File: config.mk
export PLATFORM = sky130hd
export DESIGN_NAME = mc_main_ctrl
export DESIGN_NICKNAME = d
export VERILOG_FILES = /design/src/rtl/mc_ctrl_pkg.sv /design/src/rtl/mc_classify.sv /design/src/rtl/mc_sequencer.sv /design/src/rtl/mc_outdec.sv /design/src/rtl/mc_main_ctrl.sv
export SDC_FILE = /design/constraint.sdc
export NUM_CORES = 1
export LEC_CHECK = 0
export BUFFER_PORTS_ARGS = -buffer_cell sky130_fd_sc_hd__buf_2
export CORE_MARGIN = 4
export CORE_UTILIZATION = 35
export DETAILED_ROUTE_END_ITERATION = 12
export GPL_TIMING_DRIVEN = 0
export PLACE_DENSITY = 0.69
export SLEW_MARGIN = 25
export SYNTH_ARGS = -nofsm -noshare
export SYNTH_HDL_FRONTEND = slang
export SYNTH_HIERARCHICAL = 1
export SYNTH_SLANG_ARGS = --single-unit
File: constraint.sdc
create_clock -name clk -period 1.6 [get_ports clk]
set_input_delay 0.32 -clock clk [delete_from_list [all_inputs] [get_ports clk]]
set_output_delay 0.32 -clock clk [all_outputs]
set_load 0.01 [all_outputs]
File: src/rtl/mc_ctrl_pkg.sv
package mc_ctrl_pkg;
  parameter int OPC_W   = 6;
  parameter int FUN_W   = 6;
  parameter int RTF_W   = 5;
  parameter int SRCB_W  = 2;
  parameter int PCS_W   = 2;
  parameter int ALUOP_W = 3;
  parameter int WBS_W   = 3;

  localparam logic [OPC_W-1:0] OP_RTYPE = 6'h00, OP_REGIMM = 6'h01, OP_J = 6'h02,
    OP_JAL = 6'h03, OP_BEQ = 6'h04, OP_BGTZ = 6'h07, OP_ADDIU = 6'h09,
    OP_SLTI = 6'h0A, OP_SLTIU = 6'h0B, OP_ANDI = 6'h0C, OP_ORI = 6'h0D,
    OP_XORI = 6'h0E, OP_SUBIU = 6'h10, OP_LW = 6'h23, OP_SW = 6'h2B, OP_HALT = 6'h3F;
  localparam logic [FUN_W-1:0] FN_JR = 6'h08, FN_MFHI = 6'h10, FN_MFLO = 6'h12,
    FN_MULT = 6'h18, FN_MULTU = 6'h19;

  localparam logic [SRCB_W-1:0] SB_REG = 2'd0, SB_FOUR = 2'd1, SB_IMM = 2'd2, SB_IMMSH = 2'd3;
  localparam logic [PCS_W-1:0]  PS_ALU = 2'd0, PS_ALUOUT = 2'd1, PS_JUMP = 2'd2;
  localparam logic [ALUOP_W-1:0] AO_ADD = 3'd0, AO_FUNC = 3'd1, AO_IMM = 3'd2,
    AO_CMP = 3'd3, AO_PASSA = 3'd4;
  localparam logic [WBS_W-1:0] WB_ALUOUT = 3'd0, WB_MDR = 3'd1, WB_LO = 3'd2,
    WB_HI = 3'd3, WB_PC = 3'd4;

  typedef enum logic [4:0] {
    S_FETCH, S_FWAIT, S_DECODE, S_EXEC_R, S_WB_R, S_MULT, S_MFHI, S_MFLO, S_JR,
    S_EXEC_I, S_WB_I, S_ADDR, S_LW_RD, S_LW_WAIT, S_LW_WB, S_SW_WR, S_BRANCH,
    S_JUMP, S_JAL, S_HALT
  } state_t;

  typedef enum logic [3:0] {
    C_RALU, C_MULT, C_MFHI, C_MFLO, C_JR, C_IMM, C_LW, C_SW, C_BR, C_J, C_JAL,
    C_HALT, C_BAD
  } iclass_t;

  typedef struct packed {
    logic pc_wr;
    logic pc_wr_cond;
    logic iord;
    logic mem_rd;
    logic mem_wr;
    logic ir_wr;
    logic reg_wr;
    logic dst_rd;
    logic link31;
    logic imm_signed;
    logic srca_reg;
    logic [SRCB_W-1:0]  srcb;
    logic [PCS_W-1:0]   pc_src;
    logic [ALUOP_W-1:0] alu_op;
    logic [WBS_W-1:0]   wb_sel;
    logic hi_ld;
    logic lo_ld;
  } ctrl_t;
endpackage

File: src/rtl/mc_classify.sv
module mc_classify
  import mc_ctrl_pkg::*;
(
  input  logic [OPC_W-1:0] opcode,
  input  logic [FUN_W-1:0] funct,
  input  logic [RTF_W-1:0] rt_sel,
  output iclass_t          cls,
  output logic             zext
);
  always_comb begin
    zext = 1'b0;
    cls  = C_BAD;
    unique case (opcode)
      OP_RTYPE: begin
        unique case (funct)
          FN_JR:             cls = C_JR;
          FN_MFHI:           cls = C_MFHI;
          FN_MFLO:           cls = C_MFLO;
          FN_MULT, FN_MULTU: cls = C_MULT;
          default:           cls = C_RALU;
        endcase
      end
      OP_ADDIU, OP_SUBIU, OP_SLTI, OP_SLTIU: cls = C_IMM;
      OP_ANDI, OP_ORI, OP_XORI: begin
        cls  = C_IMM;
        zext = 1'b1;
      end
      OP_LW:     cls = C_LW;
      OP_SW:     cls = C_SW;
      OP_J:      cls = C_J;
      OP_JAL:    cls = C_JAL;
      OP_HALT:   cls = C_HALT;
      OP_REGIMM: cls = (rt_sel == '0 || rt_sel == RTF_W'(1)) ? C_BR : C_BAD;
      default:   cls = (opcode >= OP_BEQ && opcode <= OP_BGTZ) ? C_BR : C_BAD;
    endcase
  end
endmodule

File: src/rtl/mc_sequencer.sv
module mc_sequencer
  import mc_ctrl_pkg::*;
(
  input  logic    clk,
  input  logic    rst_n,
  input  iclass_t cls,
  output state_t  state
);
  state_t nxt;

  always_comb begin
    nxt = S_FETCH;
    unique case (state)
      S_FETCH:  nxt = S_FWAIT;
      S_FWAIT:  nxt = S_DECODE;
      S_DECODE: begin
        unique case (cls)
          C_RALU:       nxt = S_EXEC_R;
          C_MULT:       nxt = S_MULT;
          C_MFHI:       nxt = S_MFHI;
          C_MFLO:       nxt = S_MFLO;
          C_JR:         nxt = S_JR;
          C_IMM:        nxt = S_EXEC_I;
          C_LW, C_SW:   nxt = S_ADDR;
          C_BR:         nxt = S_BRANCH;
          C_J:          nxt = S_JUMP;
          C_JAL:        nxt = S_JAL;
          C_HALT:       nxt = S_HALT;
          default:      nxt = S_FETCH;
        endcase
      end
      S_EXEC_R:  nxt = S_WB_R;
      S_EXEC_I:  nxt = S_WB_I;
      S_ADDR:    nxt = (cls == C_LW) ? S_LW_RD : S_SW_WR;
      S_LW_RD:   nxt = S_LW_WAIT;
      S_LW_WAIT: nxt = S_LW_WB;
      S_HALT:    nxt = S_HALT;
      default:   nxt = S_FETCH;
    endcase
  end

  always_ff @(posedge clk or negedge rst_n) begin
    if (!rst_n) state <= S_FETCH;
    else        state <= nxt;
  end
endmodule

File: src/rtl/mc_outdec.sv
module mc_outdec
  import mc_ctrl_pkg::*;
(
  input  state_t state,
  input  logic   zext,
  output ctrl_t  cw
);
  always_comb begin
    cw = '0;
    unique case (state)
      S_FETCH: cw.mem_rd = 1'b1;
      S_FWAIT: begin
        cw.ir_wr = 1'b1;
        cw.pc_wr = 1'b1;
        cw.srcb  = SB_FOUR;
      end
      S_DECODE: begin
        cw.srcb       = SB_IMMSH;
        cw.imm_signed = 1'b1;
      end
      S_EXEC_R: begin
        cw.srca_reg = 1'b1;
        cw.alu_op   = AO_FUNC;
      end
      S_MULT: begin
        cw.srca_reg = 1'b1;
        cw.alu_op   = AO_FUNC;
        cw.hi_ld    = 1'b1;
        cw.lo_ld    = 1'b1;
      end
      S_WB_R, S_MFHI, S_MFLO: begin
        cw.reg_wr = 1'b1;
        cw.dst_rd = 1'b1;
        cw.wb_sel = (state == S_MFHI) ? WB_HI : (state == S_MFLO) ? WB_LO : WB_ALUOUT;
      end
      S_JR: begin
        cw.srca_reg = 1'b1;
        cw.alu_op   = AO_PASSA;
        cw.pc_wr    = 1'b1;
      end
      S_EXEC_I: begin
        cw.srca_reg   = 1'b1;
        cw.srcb       = SB_IMM;
        cw.imm_signed = !zext;
        cw.alu_op     = AO_IMM;
      end
      S_WB_I:  cw.reg_wr = 1'b1;
      S_ADDR: begin
        cw.srca_reg   = 1'b1;
        cw.srcb       = SB_IMM;
        cw.imm_signed = 1'b1;
      end
      S_LW_RD: begin
        cw.mem_rd = 1'b1;
        cw.iord   = 1'b1;
      end
      S_LW_WAIT: cw.iord = 1'b1;
      S_LW_WB: begin
        cw.reg_wr = 1'b1;
        cw.wb_sel = WB_MDR;
      end
      S_SW_WR: begin
        cw.mem_wr = 1'b1;
        cw.iord   = 1'b1;
      end
      S_BRANCH: begin
        cw.srca_reg   = 1'b1;
        cw.alu_op     = AO_CMP;
        cw.pc_wr_cond = 1'b1;
        cw.pc_src     = PS_ALUOUT;
      end
      S_JUMP: begin
        cw.pc_wr  = 1'b1;
        cw.pc_src = PS_JUMP;
      end
      S_JAL: begin
        cw.pc_wr  = 1'b1;
        cw.pc_src = PS_JUMP;
        cw.reg_wr = 1'b1;
        cw.link31 = 1'b1;
        cw.wb_sel = WB_PC;
      end
      default: cw = '0;
    endcase
  end
endmodule

File: src/rtl/mc_main_ctrl.sv
module mc_main_ctrl
  import mc_ctrl_pkg::*;
(
  input  logic               clk,
  input  logic               rst_n,
  input  logic [OPC_W-1:0]   opcode,
  input  logic [FUN_W-1:0]   funct,
  input  logic [RTF_W-1:0]   rt_sel,
  input  logic               br_taken,
  output logic               pc_wr,
  output logic               pc_wr_cond,
  output logic               pc_load,
  output logic               addr_from_alu,
  output logic               mem_rd,
  output logic               mem_wr,
  output logic               ir_wr,
  output logic               reg_wr,
  output logic               dst_is_rd,
  output logic               dst_link31,
  output logic               imm_signed,
  output logic               srca_is_reg,
  output logic [SRCB_W-1:0]  srcb_sel,
  output logic [PCS_W-1:0]   pc_src,
  output logic [ALUOP_W-1:0] alu_op,
  output logic [WBS_W-1:0]   wb_sel,
  output logic               hi_ld,
  output logic               lo_ld
);
  iclass_t cls;
  logic    zext;
  state_t  state_q;
  ctrl_t   cw;

  mc_classify u_cls (.opcode(opcode), .funct(funct), .rt_sel(rt_sel), .cls(cls), .zext(zext));
  mc_sequencer u_seq (.clk(clk), .rst_n(rst_n), .cls(cls), .state(state_q));
  mc_outdec u_dec (.state(state_q), .zext(zext), .cw(cw));

  assign pc_wr         = cw.pc_wr;
  assign pc_wr_cond    = cw.pc_wr_cond;
  assign pc_load       = cw.pc_wr | (cw.pc_wr_cond & br_taken);
  assign addr_from_alu = cw.iord;
  assign mem_rd        = cw.mem_rd;
  assign mem_wr        = cw.mem_wr;
  assign ir_wr         = cw.ir_wr;
  assign reg_wr        = cw.reg_wr;
  assign dst_is_rd     = cw.dst_rd;
  assign dst_link31    = cw.link31;
  assign imm_signed    = cw.imm_signed;
  assign srca_is_reg   = cw.srca_reg;
  assign srcb_sel      = cw.srcb;
  assign pc_src        = cw.pc_src;
  assign alu_op        = cw.alu_op;
  assign wb_sel        = cw.wb_sel;
  assign hi_ld         = cw.hi_ld;
  assign lo_ld         = cw.lo_ld;
endmodule

# Word-level counts from Yosys, hierarchy flattened
# Memories as Yosys holds them, arrays and structs flattened.
# Cells that the tools add are included.
# classes
n_lt_le_gt_ge	2
n_eq_ne	39
muxes	25
bitwise	2
n_reduce_logical	19
# ops
op	n
$pmux W5 S9	1
$eq A6 B4 Y1 const B	7
$eq A5 B4 Y1 const B	8
$pmux W4 S8	1
$eq A6 B5 Y1 const B	5
$pmux W3 S4	2
$eq A5 B3 Y1 const B	4
$eq A5 B5 Y1 const B	4
$eq A6 B6 Y1 const B	3
$eq A6 B2 Y1 const B	2
$reduce_or A2 Y1	6
$reduce_or A6 Y1	2
$mux W1	11
$eq A5 B1 Y1 const B	2
$eq A5 B2 Y1 const B	2
$logic_not A5 Y1	2
$mux W3	3
$pmux W3 S3	1
$reduce_or A3 Y1	3
$reduce_or A7 Y1	1
$eq A6 B1 Y1 const B	1
$ge A6 B3 Y1 const B	1
$le A6 B3 Y1 const B	1
$logic_not A6 Y1	1
11 further kinds	13
# word_totals
reg_bits	5
mem_bits_ro	80
output_inout_bits	24
word_cells	89
memories	1
# mem_list
name	depth	word_bits	rd	rd_ports_with_merged_regs	wr	line_no	rtl
(name not given)	16	5	1	0	0	mc_sequencer.sv:17	unique case (cls)

# Longest topological paths before layout
# Gate-level depths: netlist of the first run.
# depth
ltp_word	7
mapped_depth	9
depth_no_buf	8

# Modules after synthesis
# The synthesis of the first run kept the hierarchy.
# by_module_without_submodules
mod	n_inst	cells_per_inst	area_per_inst_um2	seq_area_each_um2
mc_outdec	1	62	406.6	0.0
mc_sequencer	1	36	332.8	125.1
mc_classify	1	50	300.3	0.0
mc_main_ctrl	1	1	7.5	0.0

# Least setup slack after synthesis of the first run
# Ideal clock, no wire load.
# synth_timing
path_kind	input to register
start	input opcode[3]
end	register u_seq.state[0]
setup_time_ns	0.138
arrival_time_ns	2.053
required_time_ns	1.462
setup_slack_ns	-0.592
stages	7
n_path_buf	1
cell_sequence	buf_6 -> or4_4 -> or2_1 -> o32ai_2 -> nor4bb_1 -> o41a_1 -> o211ai_1
# synth_between
elab_cells_between_ends	24
classes_between	2 x order compare; 14 x eq/ne; 4 x mux; 3 x reduce/logical; 1 x memory
# synth_lines
element	line_no	rtl
start: declaration	mc_main_ctrl.sv:6	input logic [OPC_W-1:0] opcode,
$eq A6 B4 Y1 or $eq A6 B5 Y1 (tied branches)	mc_classify.sv:13	unique case (opcode)
$reduce_or A7 Y1 (no source line)	n/a	
$pmux W4 S8 *	mc_classify.sv:13	
named net cls[1]	mc_main_ctrl.sv:29	iclass_t cls;
branches (longest 2 deep; another with $mem_v2 Z16 W5)	n/a	
$pmux W5 S9 *	mc_sequencer.sv:13	unique case (state)
named net u_seq.nxt[0]	mc_sequencer.sv:9	state_t nxt;
end signal: assignment	mc_sequencer.sv:44	else state <= nxt;
end: declaration	mc_sequencer.sv:7	output state_t state
# Mark *: on every way through the listed nets, which the timed path passes.

# Worst setup path after layout of the first run
# layout_timing
start	input opcode[0]
end	register u_seq.state[0]
# The elaborated chain is that of the path after synthesis.

==> results of run 1 <==
## timing repair
item	in CTS	in global routing
gates resized for setup	33	27
pin swaps	12	3
hold buffers	1	0
setup endpoints to repair	29	29
setup buffers	15	5
cloned	1	0
endpoints found under the hold margin	5	0
## cell families after synthesis
group	synth area share (%)
and+or+nand+nor	47.4
AOI/OAI and AO/OA	27.7
buffers and inverters	11.1
DFF	11.9
xor gates and xnor gates	0.836
muxes	0.956
## metrics by stage
| stage | std cells | total power, mW | area (sq um) |
|---|---|---|---|
| finish | 245 | 2.17 | 1750 |
| global route | 245 | 2.35 | 1750 |
| CTS | 240 | 2.00 | 1620 |
| detailed placement | 219 | 1.53 | 1350 |
| global placement | 219 | 1.49 | 1350 |
| floorplan | 149 | 1.17 | 1120 |
## cell usage in the layout, fill, tap and decap left out, types with 4 or more instances in the layout
| cell | instances |
|---|---|
| o21ai_1 | 4 |
| dfrtp_2 | 4 |
| buf_4 | 19 |
| buf_6 | 17 |
| nor2_1 | 14 |
| nor3_1 | 4 |
| buf_2 | 35 |
| nor4b_1 | 4 |
| nand3_1 | 8 |
| o21ai_0 | 4 |
| nor2b_1 | 5 |
| a31oi_1 | 6 |
| nand2_1 | 9 |
## path summary, 6_finish.rpt
kind                                  end  slack [ns]  depth (start not counted)
max                        u_seq/state[0]       -0.39                          9
min                        u_seq/state[4]        0.41                          2
max reg2reg                u_seq/state[1]        0.16                          5
min reg2reg                u_seq/state[2]        0.63                          1
max in group asynchronous  u_seq/state[3]        1.05                          2
min in group clk           u_seq/state[2]        0.63                          1
## cell type report
| type | instances | area share [%] |
|---|---|---|
| tap | 31 | 2.22 |
| multi-input combinational | 125 | 55.0 |
| sequential | 5 | 7.44 |
| buffer | 16 | 9.59 |
| clock buffer | 4 | 1.50 |
| timing repair buffer | 61 | 23.2 |
| inverter | 3 | 1.00 |
## per-layer routing
metal	global-route usage (%)	vias to the layer above	routed length, um
met1	19.0	670	1360
met3	2.70	4	184
li1	-	693	-
met2	33.2	61	2010
met4	7.16	0	49
met5	0	-	0
## power by group
group | leakage (nW) | total [mW] | internal, mW | switching (mW)
logic | 0.703 | 1.80 | 0.883 | 0.913
registers | 0.0601 | 0.233 | 0.175 | 0.0579
clock network | 0.0150 | 0.145 | 0.0942 | 0.0511
total | 0.778 | 2.17 | 1.15 | 1.02
## critical path, cell delays in order
cell and delay [ns]:
buf_8 0.09, or4_4 0.57, or2_4 0.28, o32ai_4 0.27, buf_4 0.18, a21oi_1 0.07
o22ai_1 0.14, nand2_1 0.08, o211ai_1 0.12
==> flow_summary.ini, run 1 <==
[yosys]
synth_edf_count = 0
ys_seq_area_share_pct = 11.9
syn_area_sq_um = 1050
syn_area_per_cell_sq_um = 7.03
synthTopCellsByArea = dfrtp_1, nor2_1, buf_4, nor4b_1, a31oi_1
postSynth.asyncResetShare_pct = 100
synth.top_cells.by_count = nor2_1, nand2_1, a31oi_1, nand3_1, o21ai_0
synth.net_count = 169
yosysWarnings = 6
yosys.cell_types.count = 47
synth_top_area_share_pct = 11.9
ys.flop_type = dfrtp_1
synth_top_area_cell = dfrtp_1
synthCells = 149
synth.most_common_cell = nor2_1
ys_ff_latch = 5

[route]
dr.pass1.iters = 4
drc = 0
drt_wl_total_um = 3610
vias_per_cell = 5.83
vias = 1428
drt_iter0_drc = 90
wl_per_cell_um = 14.7
ant_nets = 0

[place]
dp_hpwl_um = 2310
portBuffers = 39
dpl_worst_slack_ns = -0.917
routabilityCongestion = 0.851

[die]
ios = 44
dieArea_sq_um = 3930
rows = 19
die_w_um = 62.7
core_sq_um = 2810
start_util_pct = 37.3
die_y_um = 62.7

[clocking]
clkSinkCount = 5
htree_levels = 1
clock-root-buffer = clkbuf_4
numCtsBuffers = 3
clk_latency_ns = 0.24
tritoncts = done
clockBufferDepth = 2
clk_pin_slew_ns = 0.04

[setup_path]
crit_path_end_kind = flop
cp_data_required_time_ns = 1.74
critPathLaunch = opcode[0]
startpoint_type = primary input
critPathKind = primary input to flop
reg2reg_from = u_seq/state[3]
critPathMaxFanout = 4
crit_arrival_ns = 2.13

[run_status]
violations = setup timing
status = finished with violations

[sta]
tns_ns = -4.76
setup_violations = 29
holdWs_ns = 0.409
max-slew-margin-rel_pct = 66.9
fmax_mhz = 503
rsz0062_at_grt = true
skew_ns = 0.00325
fin_crit_ns = 1.99
drv_slew = 0
fin_ws_ns = -0.387
final_hold_viol_count = 0
worst_pin_slew_ns = 0.490
finalCritPeriodShare_pct = 124

[final_layout]
drive_gt1_share_pct = 54.2
largest_reg_flops = 5
area_growth_syn_to_layout_pct = 67.0
final-seq-area_sq_um = 130
multi_input_area_sq_um = 962
nFillCells = 245
reg.largest.list = u_seq/state: 5 flops
final_core_util_pct = 62.4
antenna_cells = 0
regMostFlops = u_seq/state
final_nets = 235

[grt]
grt_pass1_wl_um = 5790
grt_pass1_vias = 1341
grt_usage_pct = 17.4
grt_max_degree = 12
overflow = 0
antenna_found_initial = 0

[power]
ir_worst_vdd_mv = 0.391
p_leak_nw = 0.778
p_per_area_nw_per_um2 = 1240

[worst_hold_path]
hold_path_class = primary input to asynchronous set/reset pin

[flow_run]
drv_cap = 0
No activity file was read; power rests on OpenSTA's default activity.
==> run 2: changes to the inputs <==
--- a/config.mk
+++ b/config.mk
@@ -10,8 +10,8 @@
 export CORE_UTILIZATION = 35
 export DETAILED_ROUTE_END_ITERATION = 12
 export GPL_TIMING_DRIVEN = 0
+export MAX_ROUTING_LAYER = met4
 export PLACE_DENSITY = 0.69
-export SLEW_MARGIN = 25
 export SYNTH_ARGS = -nofsm -noshare
 export SYNTH_HDL_FRONTEND = slang
 export SYNTH_HIERARCHICAL = 1
==> constraint.sdc (replaced) <==
create_clock -name clk -period 1.9 [get_ports clk]
set_input_delay 0.38 -clock clk [delete_from_list [all_inputs] [get_ports clk]]
set_output_delay 0.38 -clock clk [all_outputs]
set_load 0.01 [all_outputs]
==> run 2 against run 1 <==
The run still ends with setup timing left; sequential share of layout area increased by 0.14 points; register-to-register slack better by 0.26 ns; via count down 2.4%; clock skew increased by 0.0020 ns; non-clock buffer count down 6; hold slack improved by 0.076 ns; critical path type unchanged.
==> flow_summary.ini, run 2 (synthesis gave the netlist of run 1 again) <==
[place]
routabilityCongestion = 0.837
dp_cells = 219
placed_area_sq_um = 1330
dpl_worst_slack_ns = -0.791
dp_hpwl_um = 2220
portBuffers = 39

[sta]
setup_violations = 3
finalCritPeriodShare_pct = 106
holdWs_ns = 0.484
max-slew-margin-rel_pct = 66.2
worst_pin_slew_ns = 0.501
skew_ns = 0.00520
fmax_mhz = 498
drv_slew = 0
tns_ns = -0.233
final_hold_viol_count = 0
fin_ws_ns = -0.110
fin_crit_ns = 2.01
rsz0062_at_grt = true

[power]
power_mw = 1.82
p_leak_nw = 0.756
p_per_area_nw_per_um2 = 1060
ir_worst_vdd_mv = 0.349

[grt]
busiest_layer = met2
grt_use_met2_pct = 30.6
grt_usage_pct = 16.8
grt_pass1_vias = 1297
use_met3_pct = 1.80
antenna_found_initial = 0
overflow = 0
grtUsageMet1_pct = 18.7
grt_pass1_wl_um = 5580
grt_max_degree = 12

[die]
ios = 44
die_y_um = 62.7
die_w_um = 62.7
dieArea_sq_um = 3930
core_sq_um = 2810
rows = 19
start_util_pct = 37.3

[final_layout]
nFillCells = 244
area_growth_syn_to_layout_pct = 63.9
final_common_cell = buf_2
final_core_util_pct = 61.2
largest_reg_flops = 5
fin_cells = 239
regMostFlops = u_seq/state
final_nets = 229
drive_gt1_share_pct = 55.3
antenna_cells = 0
stdcell_area_sq_um = 1720
mostFrequentLayoutCells = buf_2, buf_4, nor2_1
reg.largest.list = u_seq/state: 5 flops

[clocking]
htree_levels = 1
clockBufferDepth = 2
clk_latency_ns = 0.24
clk_pin_slew_ns = 0.05
clock-root-buffer = clkbuf_4
numCtsBuffers = 3
tritoncts = done
clkSinkCount = 5

[setup_path]
startpoint_type = primary input
crit_arrival_ns = 2.12
crit_path_end_kind = flop
cp_data_required_time_ns = 2.01
critPathKind = primary input to flop
critPathMaxFanout = 4

[route]
drc = 0
dr.pass1.iters = 4
ant_nets = 0
wl_per_cell_um = 14.8
drt_iter0_drc = 70
vias = 1394
vias_per_cell = 5.83
drt_wl_total_um = 3540

[run_status]
violations = setup timing
status = finished with violations

[flow_run]
drv_cap = 0

[worst_hold_path]
hold_path_class = primary input to asynchronous set/reset pin
run 2: power breakdown:
| part | total, mW | switching, mW | internal [mW] |
|---|---|---|---|
| registers | 0.213 | 0.0657 | 0.147 |
| logic | 1.49 | 0.768 | 0.718 |
| clock network | 0.122 | 0.0431 | 0.0794 |
| total | 1.82 | 0.877 | 0.945 |
run 2: final cells by class:
type                    count  area [sq um]  share of cell area, %
clock buffers               4          26.3                   1.53
flip-flops and latches      5           130                   7.58
multi-input cells         125          1020                   59.2
plain buffers              14           138                   8.02
well taps                  31          38.8                   2.26
repair buffers             57           350                   20.4
inverters                   3          17.5                   1.02
run 2: worst max-delay path: stages:
cell and delay, ns:
buf_8 0.09, or4_4 0.57, or2_4 0.30, o32ai_4 0.26, nor4bb_4 0.24, o41a_1 0.17, nand3_1 0.10
run 2: layer usage:
layer	up-vias	part of all wire (%)
li1	680	-
met1	658	40
met2	48	53
met3	8	4.7
met4	0	1.8
met5	-	0
run 2: worst paths after layout:
| check | slack [ns] | to | cells after the start | startpoint |
|---|---|---|---|---|
| max in group asynchronous | 1.27 | u_seq/state[3] | 2 | rst_n |
| setup / recovery | -0.11 | u_seq/state[1] | 7 | opcode[0] |
| hold reg to reg | 0.70 | u_seq/state[2] | 2 | u_seq/state[4] |
| hold / removal | 0.48 | u_seq/state[0] | 2 | rst_n |
| setup reg to reg | 0.42 | u_seq/state[0] | 6 | u_seq/state[3] |
| min in group clk | 0.70 | u_seq/state[2] | 2 | u_seq/state[4] |
run 2: repair_timing:
| action | CTS | global route |
|---|---|---|
| hold endpoints to repair | 5 | 0 |
| setup buffers | 11 | 6 |
| setup endpoints to repair | 21 | 15 |
| pin swaps | 10 | 12 |
| hold buffers | 1 | 0 |
| cloned | 0 | 0 |
| resized for setup | 23 | 40 |
